--- src/rtl/swseq_pkg.sv ---
package swseq_pkg;
  // Strobes from the step control to the switch/flag datapath.
  typedef struct packed {
    logic clrAll;   // positive-polarity reset of switches and flags
    logic closeA;
    logic checkA;
    logic closeB;
    logic checkB;
    logic finish;
  } strobe_t;
endpackage

--- src/rtl/swseq_ctrl.sv ---
module swseq_ctrl
  import swseq_pkg::*;
#(
  parameter int STEPS = 5
) (
  input  logic    clk,
  input  logic    rstN,
  input  logic    stepTick,
  input  logic    supplyLow,
  input  logic    polNeg,
  input  logic    seqDone,
  output strobe_t stb
);
  localparam int POS_W = $clog2(STEPS);
  localparam logic [POS_W-1:0] P_CLOSE_A = POS_W'(0);
  localparam logic [POS_W-1:0] P_CHECK_A = POS_W'(1);
  localparam logic [POS_W-1:0] P_CLOSE_B = POS_W'(2);
  localparam logic [POS_W-1:0] P_CHECK_B = POS_W'(3);
  localparam logic [POS_W-1:0] P_LAST    = POS_W'(STEPS - 1);

  logic [POS_W-1:0] pos;
  logic live;
  logic act;

  assign live = stepTick & ~supplyLow;
  assign act  = live & polNeg & ~seqDone;

  // Retained step position: held while the supply is low.
  always_ff @(posedge clk or negedge rstN) begin
    if (!rstN)                      pos <= '0;
    else if (live && !polNeg)       pos <= '0;
    else if (act && pos != P_LAST)  pos <= pos + 1'b1;
  end

  always_comb begin
    stb        = '0;
    stb.clrAll = live & ~polNeg;
    stb.closeA = act & (pos == P_CLOSE_A);
    stb.checkA = act & (pos == P_CHECK_A);
    stb.closeB = act & (pos == P_CLOSE_B);
    stb.checkB = act & (pos == P_CHECK_B);
    stb.finish = act & (pos == P_LAST);
  end
endmodule

--- src/rtl/swseq_dp.sv ---
module swseq_dp
  import swseq_pkg::*;
(
  input  logic    clk,
  input  logic    rstN,
  input  strobe_t stb,
  input  logic    faultDet,
  output logic    aClose,
  output logic    aOpen,
  output logic    bClose,
  output logic    bOpen,
  output logic    bypOpen,
  output logic    seqDone,
  output logic    healthA,
  output logic    healthB
);
  // Switch command pulses: one clock wide, the switches latch on their own.
  always_ff @(posedge clk or negedge rstN) begin
    if (!rstN) begin
      aClose  <= 1'b0;
      aOpen   <= 1'b0;
      bClose  <= 1'b0;
      bOpen   <= 1'b0;
      bypOpen <= 1'b0;
    end else begin
      aClose  <= stb.closeA;
      bClose  <= stb.closeB;
      aOpen   <= stb.clrAll | (stb.checkA & faultDet);
      bOpen   <= stb.clrAll | (stb.checkB & faultDet);
      bypOpen <= stb.clrAll;
    end
  end

  // Retained flags; only the strobes touch them.
  always_ff @(posedge clk or negedge rstN) begin
    if (!rstN) begin
      seqDone <= 1'b0;
      healthA <= 1'b1;
      healthB <= 1'b1;
    end else if (stb.clrAll) begin
      seqDone <= 1'b0;
      healthA <= 1'b1;
      healthB <= 1'b1;
    end else begin
      if (stb.checkA) healthA <= ~faultDet;
      if (stb.checkB) healthB <= ~faultDet;
      if (stb.finish) seqDone <= 1'b1;
    end
  end
endmodule

--- src/rtl/sw_seq_top.sv ---
module sw_seq_top
  import swseq_pkg::*;
#(
  parameter int STEPS = 5
) (
  input  logic clk,
  input  logic rstN,
  input  logic stepTick,
  input  logic polNeg,
  input  logic faultDet,
  input  logic supplyLow,
  output logic aClose,
  output logic aOpen,
  output logic bClose,
  output logic bOpen,
  output logic bypOpen,
  output logic seqDone,
  output logic healthA,
  output logic healthB
);
  strobe_t stb;

  swseq_ctrl #(.STEPS(STEPS)) u_ctrl (
    .clk(clk), .rstN(rstN), .stepTick(stepTick), .supplyLow(supplyLow),
    .polNeg(polNeg), .seqDone(seqDone), .stb(stb)
  );

  swseq_dp u_dp (
    .clk(clk), .rstN(rstN), .stb(stb), .faultDet(faultDet),
    .aClose(aClose), .aOpen(aOpen), .bClose(bClose), .bOpen(bOpen),
    .bypOpen(bypOpen), .seqDone(seqDone), .healthA(healthA), .healthB(healthB)
  );
endmodule

--- config.mk ---
export PLATFORM = sky130hd
export DESIGN_NAME = sw_seq_top
export DESIGN_NICKNAME = d
export VERILOG_FILES = /design/src/rtl/swseq_pkg.sv /design/src/rtl/swseq_ctrl.sv /design/src/rtl/swseq_dp.sv /design/src/rtl/sw_seq_top.sv
export SDC_FILE = /design/constraint.sdc
export NUM_CORES = 1
export LEC_CHECK = 0
export BUFFER_PORTS_ARGS = -buffer_cell sky130_fd_sc_hd__buf_2
export CORE_MARGIN = 1
export CORE_UTILIZATION = 30
export DETAILED_ROUTE_END_ITERATION = 6
export GPL_ROUTABILITY_DRIVEN = 0
export SYNTH_ARGS = -nofsm -noshare
export SYNTH_HDL_FRONTEND = slang
export SYNTH_SLANG_ARGS = --single-unit
--- constraint.sdc ---
create_clock -name clk -period 1.67 [get_ports clk]
set_input_delay 0.0835 -clock clk [delete_from_list [all_inputs] [get_ports clk]]
set_output_delay 0.0835 -clock clk [all_outputs]
set_load 0.01 [all_outputs]
==> run_summary.xml <==
<?xml version="1.0" encoding="UTF-8"?>
<metrics>
  <group name="setup_path">
    <metric name="critical_path_class" unit="">reg2reg</metric>
    <metric name="critPathMaxStageDelay" unit="ps">440</metric>
    <metric name="worst_path_max_delay_cell" unit="">dfrtp_1</metric>
    <metric name="ff2ff_path_depth" unit="">3</metric>
    <metric name="critical_path.endpoint_type" unit="">flip-flop</metric>
    <metric name="critical_path_required" unit="ps">1810</metric>
    <metric name="critPathArrivalTime" unit="ps">1530</metric>
    <metric name="critPathMaxFanout" unit="">6</metric>
    <metric name="start_kind" unit="">flip-flop</metric>
    <metric name="crit_top_cell" unit="">ha_1</metric>
    <metric name="crit_path_cell_trace" unit="">ha_1 -&gt; ha_1 -&gt; o31ai_1</metric>
  </group>
  <group name="floorplanning">
    <metric name="pin_count" unit="">14</metric>
    <metric name="chipWidth" unit="microns">46.2</metric>
    <metric name="die_h" unit="microns">46.2</metric>
    <metric name="start_util" unit="%">32.9</metric>
    <metric name="fp.dieArea" unit="sq um">2140</metric>
    <metric name="fp-row-count" unit="">15</metric>
    <metric name="core" unit="sq um">1780</metric>
  </group>
  <group name="sta">
    <metric name="rsz0062_at_grt" unit="">no</metric>
    <metric name="holdWs" unit="ps">109</metric>
    <metric name="slew-limit-headroom" unit="%">75.7</metric>
    <metric name="final_max_slew_viol_count" unit="">0</metric>
    <metric name="setup_viol_count_final" unit="">0</metric>
    <metric name="timing_hold_violations_final" unit="">0</metric>
    <metric name="finalSetupTns" unit="ps">0</metric>
    <metric name="minimum_setup_slack_in_the_final_design" unit="ps">280</metric>
    <metric name="worst_slew_pin_slew" unit="ps">365</metric>
    <metric name="final.period_utilization" unit="%">83.2</metric>
    <metric name="max_freq" unit="GHz">0.720</metric>
    <metric name="final_period_minus_worst_setup_slack" unit="ps">1390</metric>
    <metric name="fin_worst_skew" unit="ps">6.53</metric>
  </group>
  <group name="global_route">
    <metric name="global_route_wire_length_before_repair" unit="mm">1.81</metric>
    <metric name="maximum_number_of_pins_on_one_net_before_global_route_repair" unit="">12</metric>
    <metric name="gr-total-overflow" unit="">0</metric>
    <metric name="global_route.usage.total" unit="%">13.0</metric>
    <metric name="initial_antenna_violation_count" unit="">0</metric>
    <metric name="number_of_global_route_vias_before_repair" unit="">412</metric>
  </group>
  <group name="clock_tree">
    <metric name="clkTransAtPathRegs" unit="ps">80</metric>
    <metric name="cts.htree.levels" unit="">1</metric>
    <metric name="count_of_buffers_added_by_post_cts_timing_repair_for_setup" unit="">0</metric>
    <metric name="cts_num_sinks" unit="">11</metric>
    <metric name="clock-root-buffer" unit="">clkbuf_4</metric>
    <metric name="cts-buffers-inserted" unit="">3</metric>
    <metric name="clk_path_buf_depth" unit="">2</metric>
    <metric name="worst_skew_pair.late_latency" unit="ps">270</metric>
    <metric name="clock_tree_from_tritoncts" unit="">done</metric>
  </group>
  <group name="power">
    <metric name="powerDensity" unit="nW/um^2">1410</metric>
    <metric name="power.static_leakage" unit="nW">0.331</metric>
    <metric name="design_power_total" unit="mW">0.990</metric>
    <metric name="peakVddDrop" unit="V">0.000447</metric>
  </group>
  <group name="finish">
    <metric name="nets" unit="">78</metric>
    <metric name="layout.cells.most_common_list" unit="">buf_2, dfrtp_1, ha_1</metric>
    <metric name="growth_of_design_area_from_synthesis_to_finish" unit="%">19.4</metric>
    <metric name="postLayoutCoreUtil" unit="%">39.3</metric>
    <metric name="drive_gt1_share" unit="%">36.4</metric>
    <metric name="diodes" unit="">0</metric>
    <metric name="leading_cell_type_in_the_layout_fill_and_taps_excluded" unit="">buf_2</metric>
  </group>
  <group name="synth">
    <metric name="synth_async_sr_flop_share" unit="%">100</metric>
    <metric name="synth_nets" unit="">61</metric>
    <metric name="postSynthAreaPerCell" unit="sq um">11.7</metric>
    <metric name="synth.cell_area" unit="sq um">587</metric>
    <metric name="synth_seq_cells" unit="">11</metric>
    <metric name="synth_enable_flop_cells" unit="">0</metric>
    <metric name="synth-main-ff-cell" unit="">dfrtp_1</metric>
    <metric name="synthCells" unit="">50</metric>
    <metric name="synth-seq-area-share" unit="%">47.3</metric>
    <metric name="synth_cell_types" unit="">27</metric>
    <metric name="synthesis.yosys.warnings" unit="">0</metric>
  </group>
  <group name="detailed_routing">
    <metric name="routed_wire_length_per_instance" unit="microns">12.5</metric>
    <metric name="detail_route.vias_per_cell" unit="">4.76</metric>
    <metric name="num_vias" unit="">433</metric>
    <metric name="drtIter0Drc" unit="">5</metric>
    <metric name="drt-pass1-iter-count" unit="">4</metric>
    <metric name="finalWirelength" unit="mm">1.14</metric>
    <metric name="postRouteAntennaNets" unit="">0</metric>
    <metric name="post-route-drc-count" unit="">0</metric>
  </group>
  <group name="status">
    <metric name="outcome" unit="">complete, no violations</metric>
  </group>
  <group name="placement">
    <metric name="dp_worst_setup_slack" unit="ps">342</metric>
    <metric name="dp_hpwl" unit="microns">778</metric>
    <metric name="buffer_ports.inserted" unit="">13</metric>
  </group>
  <group name="min_path">
    <metric name="hold_path_class" unit="">in2reg</metric>
    <metric name="worstHoldPathCells" unit="">4</metric>
  </group>
  <group name="flow_run">
    <metric name="maximum_capacitance_violations" unit="">0</metric>
  </group>
</metrics>
[worst paths after layout]
check | slack, ps | end | from
max | 280 | u_ctrl.pos[2] | u_ctrl.pos[0]
min | 110 | u_dp.healthA | supplyLow
max reg2reg | 280 | u_ctrl.pos[2] | u_ctrl.pos[0]
min reg2reg | 510 | u_dp.healthA | u_dp.healthA
max in group asynchronous | 1190 | u_dp.healthA | rstN
min in group asynchronous | 220 | u_dp.bypOpen | rstN
[synth_stat cells (2+ instances only)]
library cell / n / area [sq um]
nor2_1: 3 / 11.3
nand3_1: 3 / 15.0
ha_1: 5 / 62.6
nor4b_2: 2 / 30.0
inv_1: 3 / 11.3
a21oi_1: 4 / 20.0
dfrtp_1: 9 / 225
dfstp_2: 2 / 52.6
[per-stage QoR]
step | instance area, sq um | std cells
floorplan | 587 | 50
global placement | 664 | 86
detailed placement | 664 | 86
CTS | 701 | 91
global route | 701 | 91
finish | 701 | 91
[routing by layer]
layer  vias to the layer above  wire, microns  global-route usage [%]
met5                         -              0                       0
met3                         4             32                    4.31
li1                        218              -                       -
met2                        14            540                    18.3
met1                       197            528                    14.7
met4                         0             34                    13.5
[cell type report]
class                   count  area, sq um
multi-input cells          34          279
well taps                  25         31.3
repair buffers             14         75.1
fillers                   184         1080
flip-flops and latches     11          278
clock buffers               4         26.3
inverters                   3         11.3
[flip-flops by register name, indices dropped and copies added (netlist names)]
register / count
u_dp.seqDone: 1
u_dp.bClose: 1
u_dp.bypOpen: 1
u_dp.healthA: 1
u_dp.aClose: 1
u_dp.healthB: 1
u_dp.bOpen: 1
u_ctrl.pos: 3
u_dp.aOpen: 1
[critical path, delay by kind of cell, from the launching register on]
| family | cells | cell delay (ps) |
|---|---|---|
| compound gates | 1 | 330 |
| fa+ha+maj | 2 | 490 |
| flops | 1 | 440 |
[power by group]
group	switching (mW)	internal [mW]	leakage (nW)
clock	0.0933	0.0925	0.0150
sequential	0.105	0.345	0.142
combinational	0.178	0.176	0.174
[what timing repair did]
action | 4_1_cts | 5_1_grt
resized for setup | 0 | 0
hold endpoints to repair | 11 | 0
hold buffers | 1 | 0
[logic make-up after synthesis]
family | Yosys count | share of synthesized area (%)
AOI/OAI and AO/OA | 13 | 14.9
and+or+nand+nor | 16 | 22.0
buffers and inverters | 5 | 5.12
DFF | 11 | 47.3
adders and majority gates | 5 | 10.7
(Power assumes the default switching activity.)
